===== config.mk =====
export PLATFORM = sky130hd
export DESIGN_NAME = chan_mux_ctrl
export DESIGN_NICKNAME = d
export VERILOG_FILES = /design/src/rtl/chmux_pkg.sv /design/src/rtl/chmux_deglitch.sv /design/src/rtl/chmux_busev.sv /design/src/rtl/chmux_engine.sv /design/src/rtl/chmux_ctrl.sv /design/src/rtl/chan_mux_ctrl.sv
export SDC_FILE = /design/constraint.sdc
export NUM_CORES = 1
export LEC_CHECK = 0
export BUFFER_PORTS_ARGS = -buffer_cell sky130_fd_sc_hd__buf_2
export CAP_MARGIN = 20
export CORE_MARGIN = 4
export CORE_UTILIZATION = 46
export DETAILED_ROUTE_END_ITERATION = 12
export HOLD_SLACK_MARGIN = 0.02
export PLACE_DENSITY_LB_ADDON = 0.1
export SYNTH_ARGS = -nofsm -noshare
export SYNTH_HDL_FRONTEND = slang
export SYNTH_SLANG_ARGS = --single-unit

===== constraint.sdc =====
create_clock -name clk -period 1.8 [get_ports clk]
set_input_delay 0.09 -clock clk [delete_from_list [all_inputs] [get_ports clk]]
set_output_delay 0.09 -clock clk [all_outputs]
set_load 0.03 [all_outputs]

===== src/rtl/chmux_pkg.sv =====
package chmux_pkg;
  localparam int NUM_CH = 4;
  localparam int CH_W   = $clog2(NUM_CH);
  localparam int SEL_W  = CH_W + 1;
  localparam int BYTE_W = 8;
  localparam int BIT_CW = $clog2(BYTE_W + 1);
  localparam logic [3:0] ADDR_FIXED = 4'b1110;

  typedef enum logic [2:0] {
    S_IDLE, S_ADDR, S_AACK, S_WDAT, S_WACK, S_RDAT, S_RACK
  } bus_st_t;

  typedef struct packed {
    logic start;
    logic stop;
    logic rise;
    logic fall;
    logic sda;
  } bus_ev_t;
endpackage


===== src/rtl/chmux_deglitch.sv =====
module chmux_deglitch #(
  parameter int FILT_CYC = 13
) (
  input  logic clk,
  input  logic rst,
  input  logic in_i,
  output logic out_o
);
  localparam int CNT_W = $clog2(FILT_CYC + 1);
  localparam logic [CNT_W-1:0] CNT_LAST = CNT_W'(FILT_CYC - 1);

  logic [CNT_W-1:0] cnt_q;
  logic out_q;

  always_ff @(posedge clk) begin
    if (rst) begin
      cnt_q <= '0;
      out_q <= 1'b1;
    end else if (in_i == out_q) begin
      cnt_q <= '0;
    end else if (cnt_q == CNT_LAST) begin
      cnt_q <= '0;
      out_q <= in_i;
    end else begin
      cnt_q <= cnt_q + 1'b1;
    end
  end

  assign out_o = out_q;

  // the filtered level only moves toward the raw level
  a_r9_follows_input: assert property (@(posedge clk) disable iff (rst)
    !$stable(out_q) |-> (out_q == $past(in_i)));
endmodule


===== src/rtl/chmux_busev.sv =====
module chmux_busev
  import chmux_pkg::*;
(
  input  logic    clk,
  input  logic    rst,
  input  logic    scl_f,
  input  logic    sda_f,
  output bus_ev_t ev_o
);
  logic scl_q, sda_q;

  always_ff @(posedge clk) begin
    if (rst) begin
      scl_q <= 1'b1;
      sda_q <= 1'b1;
    end else begin
      scl_q <= scl_f;
      sda_q <= sda_f;
    end
  end

  always_comb begin
    ev_o.start = scl_f & scl_q & sda_q & ~sda_f;
    ev_o.stop  = scl_f & scl_q & ~sda_q & sda_f;
    ev_o.rise  = scl_f & ~scl_q;
    ev_o.fall  = ~scl_f & scl_q;
    ev_o.sda   = sda_f;
  end
endmodule


===== src/rtl/chmux_engine.sv =====
module chmux_engine
  import chmux_pkg::*;
(
  input  logic              clk,
  input  logic              rst,
  input  bus_ev_t           ev_i,
  input  logic [2:0]        addr_pins_i,
  input  logic [BYTE_W-1:0] rd_byte_i,
  output logic              wr_stb_o,
  output logic [SEL_W-1:0]  wr_sel_o,
  output logic              sda_pull_o
);
  localparam logic [BIT_CW-1:0] LAST_RX = BIT_CW'(BYTE_W);
  localparam logic [BIT_CW-1:0] LAST_TX = BIT_CW'(BYTE_W - 1);

  bus_st_t           state_q;
  logic [BIT_CW-1:0] cnt_q;
  logic [BYTE_W-1:0] sh_q;
  logic              rw_q, mack_q, pull_q, stb_q;

  always_ff @(posedge clk) begin
    if (rst) begin
      state_q <= S_IDLE;
      cnt_q   <= '0;
      sh_q    <= '0;
      rw_q    <= 1'b0;
      mack_q  <= 1'b0;
      pull_q  <= 1'b0;
      stb_q   <= 1'b0;
    end else begin
      stb_q <= 1'b0;
      if (ev_i.stop) begin
        state_q <= S_IDLE;
        pull_q  <= 1'b0;
      end else if (ev_i.start) begin
        state_q <= S_ADDR;
        cnt_q   <= '0;
        pull_q  <= 1'b0;
      end else begin
        unique case (state_q)
          S_ADDR: begin
            if (ev_i.rise) begin
              sh_q  <= {sh_q[BYTE_W-2:0], ev_i.sda};
              cnt_q <= cnt_q + 1'b1;
            end else if (ev_i.fall && cnt_q == LAST_RX) begin
              if (sh_q[BYTE_W-1:1] == {ADDR_FIXED, addr_pins_i}) begin
                rw_q    <= sh_q[0];
                pull_q  <= 1'b1;
                state_q <= S_AACK;
              end else begin
                state_q <= S_IDLE;
              end
            end
          end
          S_AACK: begin
            if (ev_i.fall) begin
              cnt_q <= '0;
              if (rw_q) begin
                sh_q    <= rd_byte_i;
                pull_q  <= ~rd_byte_i[BYTE_W-1];
                state_q <= S_RDAT;
              end else begin
                pull_q  <= 1'b0;
                state_q <= S_WDAT;
              end
            end
          end
          S_WDAT: begin
            if (ev_i.rise) begin
              sh_q  <= {sh_q[BYTE_W-2:0], ev_i.sda};
              cnt_q <= cnt_q + 1'b1;
            end else if (ev_i.fall && cnt_q == LAST_RX) begin
              stb_q   <= 1'b1;
              pull_q  <= 1'b1;
              state_q <= S_WACK;
            end
          end
          S_WACK: begin
            if (ev_i.fall) begin
              pull_q  <= 1'b0;
              cnt_q   <= '0;
              state_q <= S_WDAT;
            end
          end
          S_RDAT: begin
            if (ev_i.fall) begin
              if (cnt_q == LAST_TX) begin
                pull_q  <= 1'b0;
                state_q <= S_RACK;
              end else begin
                sh_q   <= {sh_q[BYTE_W-2:0], 1'b0};
                pull_q <= ~sh_q[BYTE_W-2];
                cnt_q  <= cnt_q + 1'b1;
              end
            end
          end
          S_RACK: begin
            if (ev_i.rise) begin
              mack_q <= ~ev_i.sda;
            end else if (ev_i.fall) begin
              if (mack_q) begin
                sh_q    <= rd_byte_i;
                pull_q  <= ~rd_byte_i[BYTE_W-1];
                cnt_q   <= '0;
                state_q <= S_RDAT;
              end else begin
                state_q <= S_IDLE;
              end
            end
          end
          default: ;
        endcase
      end
    end
  end

  assign wr_stb_o   = stb_q;
  assign wr_sel_o   = sh_q[SEL_W-1:0];
  assign sda_pull_o = pull_q;

  // an idle target never drives the bus
  a_r2_idle_released: assert property (@(posedge clk) disable iff (rst)
    (state_q == S_IDLE) |-> !sda_pull_o);
  // a STOP always frees SDA and returns to idle
  a_r7_stop_releases: assert property (@(posedge clk) disable iff (rst)
    ev_i.stop |=> (!sda_pull_o && state_q == S_IDLE));
  // while acknowledging a written byte the line is held low
  a_r3_write_ack_low: assert property (@(posedge clk) disable iff (rst)
    (state_q == S_WACK) |-> sda_pull_o);
endmodule


===== src/rtl/chmux_ctrl.sv =====
module chmux_ctrl
  import chmux_pkg::*;
(
  input  logic              clk,
  input  logic              rst,
  input  logic              wr_stb_i,
  input  logic [SEL_W-1:0]  wr_sel_i,
  input  logic              stop_i,
  output logic [SEL_W-1:0]  ctrl_o,
  output logic [NUM_CH-1:0] chan_en_o
);
  logic [SEL_W-1:0] ctrl_q, act_q;

  always_ff @(posedge clk) begin
    if (rst) begin
      ctrl_q <= '0;
      act_q  <= '0;
    end else begin
      if (wr_stb_i) ctrl_q <= wr_sel_i;
      if (stop_i)   act_q  <= ctrl_q;
    end
  end

  for (genvar n = 0; n < NUM_CH; n++) begin : g_dec
    assign chan_en_o[n] = act_q[CH_W] && (act_q[CH_W-1:0] == CH_W'(n));
  end

  assign ctrl_o = ctrl_q;

  // the applied selection only moves on a STOP
  a_r5_hold_until_stop: assert property (@(posedge clk) disable iff (rst)
    !stop_i |=> $stable(act_q));
  // never more than one channel joined
  a_r4_onehot: assert property (@(posedge clk) disable iff (rst)
    $onehot0(chan_en_o));
  // reset leaves everything cleared
  a_r8_reset_clears: assert property (@(posedge clk)
    rst |=> (act_q == '0 && ctrl_q == '0));
endmodule


===== src/rtl/chan_mux_ctrl.sv =====
module chan_mux_ctrl
  import chmux_pkg::*;
#(
  parameter int FILT_CYC = 13
) (
  input  logic       clk,
  input  logic       rst,
  input  logic       scl_i,
  input  logic       sda_i,
  input  logic [2:0] addr_pins_i,
  input  logic [3:0] irq_n_i,
  output logic       sda_pull_o,
  output logic [3:0] chan_en_o
);
  logic [1:0]        raw, filt;
  bus_ev_t           ev;
  logic              wr_stb;
  logic [SEL_W-1:0]  wr_sel, ctrl;
  logic [BYTE_W-1:0] rd_byte;

  assign raw = {scl_i, sda_i};

  for (genvar l = 0; l < 2; l++) begin : g_filt
    chmux_deglitch #(.FILT_CYC(FILT_CYC)) u_dg (
      .clk(clk), .rst(rst), .in_i(raw[l]), .out_o(filt[l])
    );
  end

  chmux_busev u_ev (
    .clk(clk), .rst(rst), .scl_f(filt[1]), .sda_f(filt[0]), .ev_o(ev)
  );

  assign rd_byte = {~irq_n_i, {(BYTE_W - NUM_CH - SEL_W){1'b0}}, ctrl};

  chmux_engine u_eng (
    .clk(clk), .rst(rst), .ev_i(ev), .addr_pins_i(addr_pins_i),
    .rd_byte_i(rd_byte), .wr_stb_o(wr_stb), .wr_sel_o(wr_sel),
    .sda_pull_o(sda_pull_o)
  );

  chmux_ctrl u_ctrl (
    .clk(clk), .rst(rst), .wr_stb_i(wr_stb), .wr_sel_i(wr_sel),
    .stop_i(ev.stop), .ctrl_o(ctrl), .chan_en_o(chan_en_o)
  );
endmodule


Yosys cells after proc, flatten, opt, wreduce, memory -nomap -nowiden:

Index checks and enable logic that the tools add are counted.
Widths: inputs -> output; s select.

* bits of input ports: 11
* output and inout port bits: 5
* logic and storage cells: 158
* register bits after elaboration: 37

* reductions and logical operators: 26
* eq/ne operators: 45
* bitwise gates (word level): 20
* $add $sub $neg: 3
* muxes and demuxes: 48

Operators by type and width (number)
* $mux 8: 8
* $mux 3: 12
* $reduce_and 11->1: 3
* $mux 4: 8
* $pmux 8 s4: 1
* $ne 3x2->1 const B: 8
* $ne 2x1->1 const B: 11
* $pmux 3 s6: 1
* $pmux 4 s4: 1
* $mux 1: 15
* $add 4x1->4 const B: 3
* $eq 4x4->1 const B: 3
* $ne 3x3->1 const B: 4
* $not 1->1: 12
* $reduce_and 12->1: 1
* $eq 3x3->1 const B: 3
* $reduce_and 9->1: 1
* $reduce_or 3->1: 3
* $ne 2x2->1 const B: 4
* $and 1x1->1: 7
* $eq 7x7->1: 1
* $reduce_bool 7->1: 1
* $eq 3x2->1 const B: 2
* $ne 3x1->1 const B: 2
* 18 further kinds: 27

Logic depth before layout (Yosys ltp):

Gate-level depths: netlist of run 1.

* depth in word-level cells: 7
* gate-level depth with buffers: 8
* mapped depth without buffers: 6

By module:

A second synthesis of run 1 with hierarchy kept.

* cell total of the unflattened synthesis: 239
* area total of the unflattened synthesis: 2149.6 um^2

By module, submodules not included
* chmux_engine: cells an instance 156, times used 1, area each 1367.6 um^2
* chmux_deglitch: cells an instance 23, times used 2, area each 219.0 um^2
* chmux_ctrl: cells an instance 23, times used 1, area each 232.7 um^2
* chmux_busev: cells an instance 9, times used 1, area each 92.6 um^2
* chan_mux_ctrl: cells an instance 5, times used 1, area each 18.8 um^2

Least setup slack after synthesis of run 1:

Ideal clock, no wire load.

* kind: register -> register
* from: register u_eng.cnt_q[0]
* to: register u_eng.state_q[0]
* slack: 108 ps
* period minus slack after synthesis: 1692 ps
* required time: 1726 ps
* library setup time: 74 ps
* cell stages (with the launch flop): 7
* arrival: 1618 ps
* cell sequence: dfxtp_1 ha_1 and3b_1 or3_1 o2111ai_4 or4_1 a31oi_1

* longest elaborated chain between the ends: 4
* elaborated cells on any way between the ends: 7
* classes of those cells: eq/ne: 5; reduce/logical: 2

RTL lines
* from (decl): RTL line chmux_engine.sv:17 `logic [BIT_CW-1:0] cnt_q;`
* from (signal assigned): RTL line chmux_engine.sv:44 `cnt_q <= cnt_q + 1'b1;`
* from (signal assigned): RTL line chmux_engine.sv:71 `cnt_q <= cnt_q + 1'b1;`
* from (signal assigned): RTL line chmux_engine.sv:93 `cnt_q <= cnt_q + 1'b1;`
* $eq 4x4->1: RTL line chmux_engine.sv:45, chmux_engine.sv:72
* $logic_and 1x1->1: RTL line chmux_engine.sv:45, chmux_engine.sv:72
* $ne 3x2->1 (no line)
* $reduce_and 11->1 (no line) *
* to (signal assigned): RTL line chmux_engine.sv:49 `state_q <= S_AACK;`
* to (signal assigned): RTL line chmux_engine.sv:51 `state_q <= S_IDLE;`
* to (signal assigned): RTL line chmux_engine.sv:75 `state_q <= S_WACK;`
* to (decl): RTL line chmux_engine.sv:16 `bus_st_t state_q;`

Mark *: on every way between the ends. The rest lies on a longest branch, timed or not.
A chain may end at the register's enable or synchronous reset.

Worst setup path in the final report of run 1:

* from: register u_eng.cnt_q[0]
* to: register u_eng.state_q[2]

* longest elaborated chain between the ends: 4
* elaborated cells on any way between the ends: 7
* classes of those cells: eq/ne: 5; reduce/logical: 2

RTL lines (RTL line)
* $eq 4x4->1: chmux_engine.sv:45, chmux_engine.sv:72
* $logic_and 1x1->1: chmux_engine.sv:45, chmux_engine.sv:72
* $ne 2x1->1 (no line)
* $reduce_and 11->1 (no line) *

Marks and branches as above.

==> flow_summary.json, run 1 <==
{
  "worst_ep_required_time_ps": 1960,
  "reg2reg_depth": 7,
  "wl_per_cell_um": 14.2,
  "yosysWarningCount": 0,
  "place_hpwl_mm": 3.24,
  "synth_top_family_by_area": "simple AND/OR/NAND/NOR gates",
  "run_status": "finished clean",
  "synthesis.nets": 255,
  "path_class": "register to register",
  "synth_seq_cells": 37,
  "rsz0062_at_grt": "yes",
  "vias_per_cell": 5.62,
  "endpoint": "u_eng.state_q[2]",
  "synth_cell_type_count": 47,
  "synthArstFlopShare_pct": 0,
  "utilization_pct": 59.2,
  "cts_inserted_buffers": 5,
  "overflow": 0,
  "cts_tree": "yes",
  "grt_start_max_net_pins": 27,
  "layout_common_cells": "dfxtp_1 (30), nor2_1 (26), buf_4 (18), a21oi_1 (16), buf_2 (15)",
  "critical_path.startpoint": "u_eng.cnt_q[0]",
  "synth_seq_area_share_pct": 36.4,
  "die_area_um2": 5560,
  "finalSetupViolations": 0,
  "portBuffers": 15,
  "syn_avg_cell_area_um2": 8.56,
  "core_um2": 4140,
  "r2r_end": "u_eng.state_q[2]",
  "grt_pass1_vias": 1595,
  "drt_iter0_markers": 118,
  "clk_pin_slew_ps": 80,
  "ant_nets": 0,
  "layout_commonest_cell": "dfxtp_1",
  "period_minus_slack_ps": 1780,
  "yosysTopAreaCell": "dfxtp_1",
  "r2r-start": "u_eng.cnt_q[0]",
  "slew_headroom_pct": 67.5,
  "hold_path_class": "input pin to register",
  "cts_max_level": 2,
  "drive_gt1_share_pct": 25.1,
  "setup_slack_ps": 24.3,
  "place_inst": 310,
  "rows": 23,
  "clockBufferDepth": 2,
  "slew_violations": 0,
  "dieHeight_um": 74.5,
  "synth-adder-area-share_pct": 3.69,
  "finalInstanceArea_um2": 2450,
  "antenna_cells": 0,
  "synth_xor_area_share_pct": 4.73,
  "synth_top_area_share_pct": 36.4,
  "tightest_slew_ps": 482,
  "hold_violations": 0,
  "worstPathCellList": "ha_4, and3b_2, or3_4, o2111ai_4, buf_6, mux2i_2, nor3_1",
  "max_stage_delay_ps": 400,
  "drv_cap": 0,
  "fin_hold_ws_ps": 29.9,
  "netlist_instances": 238,
  "synth_edf_count": 0,
  "syn-cell-area_um2": 2040,
  "fmaxAchievable_mhz": 563,
  "area_growth_pct": 20.4,
  "synth_compound_area_share_pct": 20.8,
  "die_width_um": 74.5,
  "grt_usage_pct": 16.9,
  "place.gp.congestion": 0.844,
  "synth-simple-area-share_pct": 23.6,
  "critPathSlowestCell": "or3_4",
  "startpoint_type": "register",
  "power.total_mw": 1.52,
  "yosys-mux-area-fraction_pct": 5.41,
  "nFillCells": 404,
  "grt_pass1_wl_mm": 7.19,
  "initial_core_util_pct": 49.2,
  "pre_cts_ws_ps": -2.16,
  "placed_area_um2": 2250,
  "crit_fanout": 4,
  "powerDensity_nw_per_um2": 621,
  "antenna_found_initial": 0,
  "layout.cells.non_filler": 321,
  "dr_total_vias": 1805,
  "cp-end-kind": "register",
  "cellLeakagePower_nw": 0.981,
  "cts_num_sinks": 37,
  "fin_skew_ps": 5.82,
  "reg2reg_slack_ps": 20,
  "drt_wl_total_mm": 4.55,
  "io-pin-count": 16,
  "clockRootBuffer": "clkbuf_8",
  "finalSetupTns_ps": 0,
  "clock_latency_ps": 300,
  "max-vdd-ir-drop_mv": 0.456,
  "yosys-top-cells-area": "dfxtp_1 (36%), mux2i_1 (5.4%), nor2_1 (4.8%)",
  "finalNetCount": 287,
  "dr.pass1.iters": 4,
  "synthFlopType": "dfxtp_1",
  "timing.final.crit_share_pct": 98.7,
  "drc_errors": 0,
  "arrival_ps": 1940
}
[report_power, final]
| part | internal (mW) | switching (mW) |
|---|---|---|
| combinational | 0.0231 | 0.0276 |
| clock | 0.346 | 0.302 |
| sequential | 0.819 | 0.00393 |
[flip-flops by register name, summed over array words and instances, names as in the netlist]
register           flops
g_filt.u_dg.cnt_q      8
u_eng.sh_q             8
u_eng.cnt_q            4
u_ctrl.act_q           3
u_ctrl.ctrl_o          3
u_eng.state_q          3
g_filt.u_dg.out_o      2
u_eng.mack_q           1
u_eng.rw_q             1
u_eng.sda_pull_o       1
u_eng.wr_stb_o         1
u_ev.scl_q             1
u_ev.sda_q             1
[timing repair]
action                                  4_1_cts  5_1_grt
gates resized for setup                       1       20
setup buffers                                 0        1
hold buffers                                  1        0
pin swaps                                     0        6
gates cloned                                  0        1
hold endpoints to repair                      1        0
endpoints found under the setup margin        2       14
[critical path: cells and delay by family (launching register included)]
family / cells / cell delay (ps)
multiplexers: 1 / 220
buffers and inverters: 1 / 140
flip-flops: 1 / 350
AND/OR/NAND/NOR: 3 / 690
AO/OA/AOI/OAI: 1 / 80
adder cells (fa/ha/maj): 1 / 170
[worst min-delay path by stage]
stage / startpoint / to / slack [ps] / cells after the start
finish: scl_i / g_filt[1].u_dg.out_o / 30 / 2
global route: scl_i / g_filt[1].u_dg.out_o / 30 / 2
CTS: scl_i / g_filt[1].u_dg.out_o / 20 / 2
detailed placement: sda_i / g_filt[0].u_dg.out_o / 330 / 2
global placement: sda_i / g_filt[0].u_dg.out_o / 330 / 2
floorplan: sda_i / g_filt[0].u_dg.out_o / 210 / 1
[metal layers]
layer / share of wire [%] / routed length (um) / global-route usage [%]
met1: 49 / 2250 / 22.7
met2: 44 / 2010 / 25.7
met3: 4.5 / 204 / 4.46
met4: 1.7 / 79 / 7.11
met5: 0 / 0 / 0
[synthesized netlist by cell type (2+ instances only)]
cell      count
inv_1        12
a21o_1        3
a21oi_1      17
nor3_1        4
a311oi_1      4
nand4_1       3
nor2b_1       2
clkbuf_1      4
ha_1          6
or3_1         5
nor3b_1       2
nand2_1      11
buf_2         5
nor2_1       26
or2_2         4
o21ai_0      15
mux2i_1      11
a31oi_1       3
xnor2_1       7
and3_1        6
nand2b_1      6
nand3_1       9
dfxtp_1      37
a211o_1       3
o31ai_1       2
a211oi_1      2
xor2_1        4
o22ai_1       3
and3b_1       3
buf_4         2
[logic make-up after synthesis]
group	after synthesis
simple gates	88
compound gates	61
flops	37
buf+inv	24
xor+xnor	11
mux	11
fa+ha+maj	6
[final cells by class]
cell class	instances	area (um2)	share of cell area [%]
well taps	50	62.6	2.55
flip-flops and latches	37	754	30.8
multi-input cells	177	1230	50.4
inverters	12	45.0	1.84
clock inverters	1	5.00	0.204
clock buffers	7	96.3	3.93
repair buffers	37	254	10.4
Power figures use the tool's default switching activity.
==> run 2, diff against run 1 <==
==> constraint.sdc (replaced) <==
create_clock -name clk -period 1.8 [get_ports clk]
set_input_delay 0.18 -clock clk [delete_from_list [all_inputs] [get_ports clk]]
set_output_delay 0.18 -clock clk [all_outputs]
set_load 0.03 [all_outputs]
==> run 2 against run 1 <==
  * Hold slack better by 83 ps
  * Clock power about the same
  * Combinational power down 3%
  * Setup slack about the same
  * Die area did not move
  * Global-route usage about the same
  * Power is 0.13% lower
  * Utilization shrank 0.24 points
  * Maximum frequency barely moved
  * Clock skew is essentially flat
  * Non-clock buffer count shrank 1
  * Largest cell class unchanged
  * Largest power group unchanged
  * Highest routed layer unchanged
==> flow_summary.json, run 2 (same netlist as run 1, synthesis figures left out) <==
{
  "timing.final.crit_share_pct": 98.6,
  "power.total_mw": 1.52,
  "finalNetCount": 286,
  "io-pin-count": 16,
  "layout_common_cells": "dfxtp_1 (30), nor2_1 (26), buf_4 (18), a21oi_1 (16), buf_2 (15)",
  "place.gp.congestion": 0.844,
  "cts_tree": "yes",
  "worst_ep_required_time_ps": 1960,
  "rows": 23,
  "dr.pass1.iters": 4,
  "clockBufferDepth": 2,
  "run_status": "finished clean",
  "path_class": "register to register",
  "initial_core_util_pct": 49.2,
  "hold_violations": 0,
  "cp-end-kind": "register",
  "drc_errors": 0,
  "layout_commonest_cell": "dfxtp_1",
  "area_growth_pct": 19.9,
  "pre_cts_ws_ps": -2.16,
  "startpoint_type": "register",
  "placed_area_um2": 2250,
  "die_area_um2": 5560,
  "powerDensity_nw_per_um2": 622,
  "cts_max_level": 2,
  "grt_pass1_wl_mm": 7.18,
  "vias_per_cell": 5.64,
  "cellLeakagePower_nw": 0.977,
  "grt_pass1_vias": 1592,
  "place_hpwl_mm": 3.24,
  "setup_slack_ps": 24.6,
  "slew_headroom_pct": 67.5,
  "top_regs": "g_filt.u_dg.cnt_q x8, u_eng.sh_q x8, u_eng.cnt_q x4",
  "drv_cap": 0,
  "clk_pin_slew_ps": 70,
  "crit_fanout": 4,
  "fmaxAchievable_mhz": 563,
  "overflow": 0,
  "die_width_um": 74.5,
  "ant_nets": 0,
  "drt_wl_total_mm": 4.54,
  "tightest_slew_ps": 482,
  "max-vdd-ir-drop_mv": 0.456,
  "slew_violations": 0,
  "clockRootBuffer": "clkbuf_8",
  "grt_start_max_net_pins": 27,
  "dr_total_vias": 1804,
  "dieHeight_um": 74.5,
  "period_minus_slack_ps": 1780,
  "core_um2": 4140,
  "arrival_ps": 1940,
  "fin_hold_ws_ps": 113,
  "cts_num_sinks": 37,
  "grt_usage_pct": 16.9,
  "finalInstanceArea_um2": 2440,
  "cts_hold_buffers": 0,
  "drive_gt1_share_pct": 25.2,
  "antenna_found_initial": 0,
  "finalSetupViolations": 0,
  "finalSetupTns_ps": 0,
  "hold_path_class": "input pin to register",
  "drt_iter0_markers": 103,
  "portBuffers": 15,
  "wl_per_cell_um": 14.2,
  "clock_latency_ps": 300,
  "fin_skew_ps": 5.81,
  "antenna_cells": 0,
  "rsz0062_at_grt": "yes",
  "cts_inserted_buffers": 5
}
-- run 2: cell types whose count changed in the layout (fill, tap and decap cells not counted), sizes merged --
cell,before,now
dlygate4sd3,1,0
-- run 2: critical path, stage by stage (launching register included) --
cell,delay [ps]
dfxtp_2,350
ha_4,170
and3b_2,230
or3_4,400
o2111ai_4,80
buf_6,140
mux2i_2,220
nor3_1,60
-- run 2: final cells by class --
| class | count | area [um2] |
|---|---|---|
| sequential | 37 | 754 |
| tap | 50 | 62.6 |
| clock inverter | 1 | 5.00 |
| fill | 404 | 1700 |
| timing repair buffer | 36 | 244 |
| inverter | 12 | 45.0 |
| clock buffer | 7 | 96.3 |
| multi-input combinational | 177 | 1230 |
-- run 2: metal layers --
| metal | vias up | wire length, um | track usage (%) |
|---|---|---|---|
| li1 | 904 | - | - |
| met1 | 847 | 2240 | 22.6 |
| met2 | 47 | 2000 | 25.7 |
| met3 | 6 | 222 | 4.46 |
| met4 | 0 | 79 | 7.11 |
| met5 | - | 0 | 0 |
-- run 2: final timing paths --
path,cells after the start,to,slack [ps],startpoint
worst min-delay path,2,g_filt[0].u_dg.out_o,110,sda_i
worst min register to register,1,g_filt[0].u_dg.cnt_q[0],460,g_filt[0].u_dg.cnt_q[0]
worst max-delay path,7,u_eng.state_q[2],20,u_eng.cnt_q[0]
worst max register to register,7,u_eng.state_q[2],20,u_eng.cnt_q[0]
-- run 2: through the flow --
stage / util, % / cells
3_3_place_gp: 54.3 / 310
5_1_grt: 58.9 / 320
6_report: 58.9 / 320
4_1_cts: 56.9 / 318
3_5_place_dp: 54.3 / 310
2_1_floorplan: - / 238
-- run 2: report_power, final --
group | switching [mW] | internal, mW
registers | 0.00393 | 0.819
logic | 0.0273 | 0.0217
clock network | 0.302 | 0.346
total | 0.333 | 1.19
-- run 2: timing repair --
item                       CTS  global route
resized for setup            1            20
setup endpoints to repair    2            14
hold endpoints to repair     0             0
cloned                       0             1
pin swaps                    0             6
setup buffers                0             1
==> run 3, diff against run 2 <==
Settings changed: CELL_PAD_IN_SITES_DETAIL_PLACEMENT from default to 1, CELL_PAD_IN_SITES_GLOBAL_PLACEMENT from default to 2, CORE_MARGIN 4 to 2, CORE_UTILIZATION 46 to 33.
==> run 3 against run 2 <==
  * Sequential share of layout area down 0.61 points
  * Utilization down 17 points
  * Clock skew up 2.1 ps
  * Hold slack better by 12 ps
  * Clock-buffer cell count down 1
  * Largest cell class unchanged
  * Largest power group unchanged
  * Highest routed layer unchanged
==> flow_summary.json, run 3 (same netlist as run 1, synthesis figures left out) <==
{
  "antenna_found_initial": 0,
  "power.total_mw": 1.47,
  "ant_nets": 0,
  "finalSetupViolations": 0,
  "vias_per_cell": 5.08,
  "drt_iter0_markers": 53,
  "arrival_ps": 1980,
  "finalSetupTns_ps": 0,
  "utilization_pct": 41.8,
  "initial_core_util_pct": 34.2,
  "reg2reg_slack_ps": 40,
  "grt_start_max_net_pins": 17,
  "run_status": "finished clean",
  "place.gp.congestion": 0.847,
  "max-vdd-ir-drop_mv": 0.398,
  "crit_fanout": 8,
  "p_seq_share_pct": 55.9,
  "slew_headroom_pct": 73.2,
  "cp-end-kind": "register",
  "area_growth_pct": 22.3,
  "p_sw_mw": 0.328,
  "sw_frac_of_total_pct": 22.3,
  "die_area_um2": 6820,
  "grt_pass1_vias": 1744,
  "clockPowerShare_pct": 40.6,
  "power_frac_comb_pct": 3.4,
  "timing.final.crit_share_pct": 97.6,
  "finalInstanceArea_um2": 2490,
  "startpoint_type": "register",
  "layout_commonest_cell": "dfxtp_1",
  "wl_per_cell_um": 15.0,
  "portBuffers": 15,
  "clk_pin_slew_ps": 80,
  "drt_wl_total_mm": 5.26,
  "dieHeight_um": 82.6,
  "place_inst": 342,
  "reg2reg_depth": 5,
  "grt_usage_pct": 17.1,
  "hold_depth": 2,
  "setup_slack_ps": 43.5,
  "die_width_um": 82.6,
  "hold_path_class": "input pin to register",
  "clockRootBuffer": "clkbuf_8",
  "slew_violations": 0,
  "cts_inserted_buffers": 5,
  "cts_tree": "yes",
  "overflow": 0,
  "drv_cap": 0,
  "cellLeakagePower_nw": 0.987,
  "internal-power_mw": 1.14,
  "cts_max_level": 2,
  "placed_area_um2": 2330,
  "finalNetCount": 292,
  "place_hpwl_mm": 3.96,
  "clock_latency_ps": 290,
  "antenna_cells": 0,
  "powerDensity_nw_per_um2": 591,
  "io-pin-count": 16,
  "cts_num_sinks": 37,
  "dr.pass1.iters": 4,
  "fmaxAchievable_mhz": 569,
  "period_minus_slack_ps": 1760,
  "layout_common_cells": "dfxtp_1 (30), nor2_1 (26), buf_4 (25), a21oi_1 (17), buf_2 (15)",
  "hold_violations": 0,
  "path_class": "register to register",
  "pre_cts_ws_ps": -39.1,
  "layout.cells.non_filler": 350,
  "cts_hold_buffers": 0,
  "drc_errors": 0,
  "dr_total_vias": 1777,
  "worst_ep_required_time_ps": 2020,
  "clockBufferDepth": 2,
  "tightest_slew_ps": 399,
  "fin_hold_ws_ps": 125,
  "rows": 28,
  "top_regs": "g_filt.u_dg.cnt_q x8, u_eng.sh_q x8, u_eng.cnt_q x4",
  "grt_pass1_wl_mm": 8.74,
  "core_um2": 5960,
  "rsz0062_at_grt": "yes",
  "fin_skew_ps": 7.88,
  "drive_gt1_share_pct": 26.5
}
## run 3: final timing paths
| check | end | start |
|---|---|---|
| max | u_eng.state_q[0] | u_eng.state_q[2] |
| max reg2reg | u_eng.state_q[0] | u_eng.state_q[2] |
| min | g_filt[1].u_dg.out_o | scl_i |
| min reg2reg | g_filt[1].u_dg.cnt_q[0] | g_filt[1].u_dg.cnt_q[0] |
## run 3: final cells by class
type / instances / area (um2)
Clock buffer: 6 / 82.6
Timing Repair Buffer: 42 / 285
Inverter: 12 / 45.0
Fill cell: 734 / 3460
Tap cell: 75 / 93.8
Clock inverter: 1 / 7.51
Multi-Input combinational cell: 177 / 1220
Sequential cell: 37 / 754
## run 3: layer usage
metal | part of all wire (%) | vias to the layer above | global-route usage, % | wire [um]
li1 | - | 917 | - | -
met2 | 45 | 16 | 26.5 | 2380
met3 | 2.3 | 6 | 3.80 | 120
met5 | 0 | - | 0 | 0
met4 | 1.4 | 0 | 7.21 | 76
met1 | 51 | 838 | 23.0 | 2680
## run 3: critical path: stages (launching register included)
cell,delay [ps]
dfxtp_4,380
and4bb_1,280
and3_4,210
o2111ai_4,130
or4_4,500
a31oi_2,180
## run 3: power by group through the flow
stage	Combinational, mW	Clock (mW)	Sequential [mW]
2_1_floorplan	0.0297	0	0.845
3_3_place_gp	0.0508	0	0.846
3_5_place_dp	0.0512	0	0.846
4_1_cts	0.0516	0.633	0.826
5_1_grt	0.0588	0.675	0.824
6_report	0.0507	0.598	0.823
## run 3: timing repair
action / in CTS / in global routing
resized for setup: 4 / 18
endpoints found under the setup margin: 3 / 14
pin swaps: 0 / 3
setup buffers: 0 / 1
endpoints found under the hold margin: 0 / 0
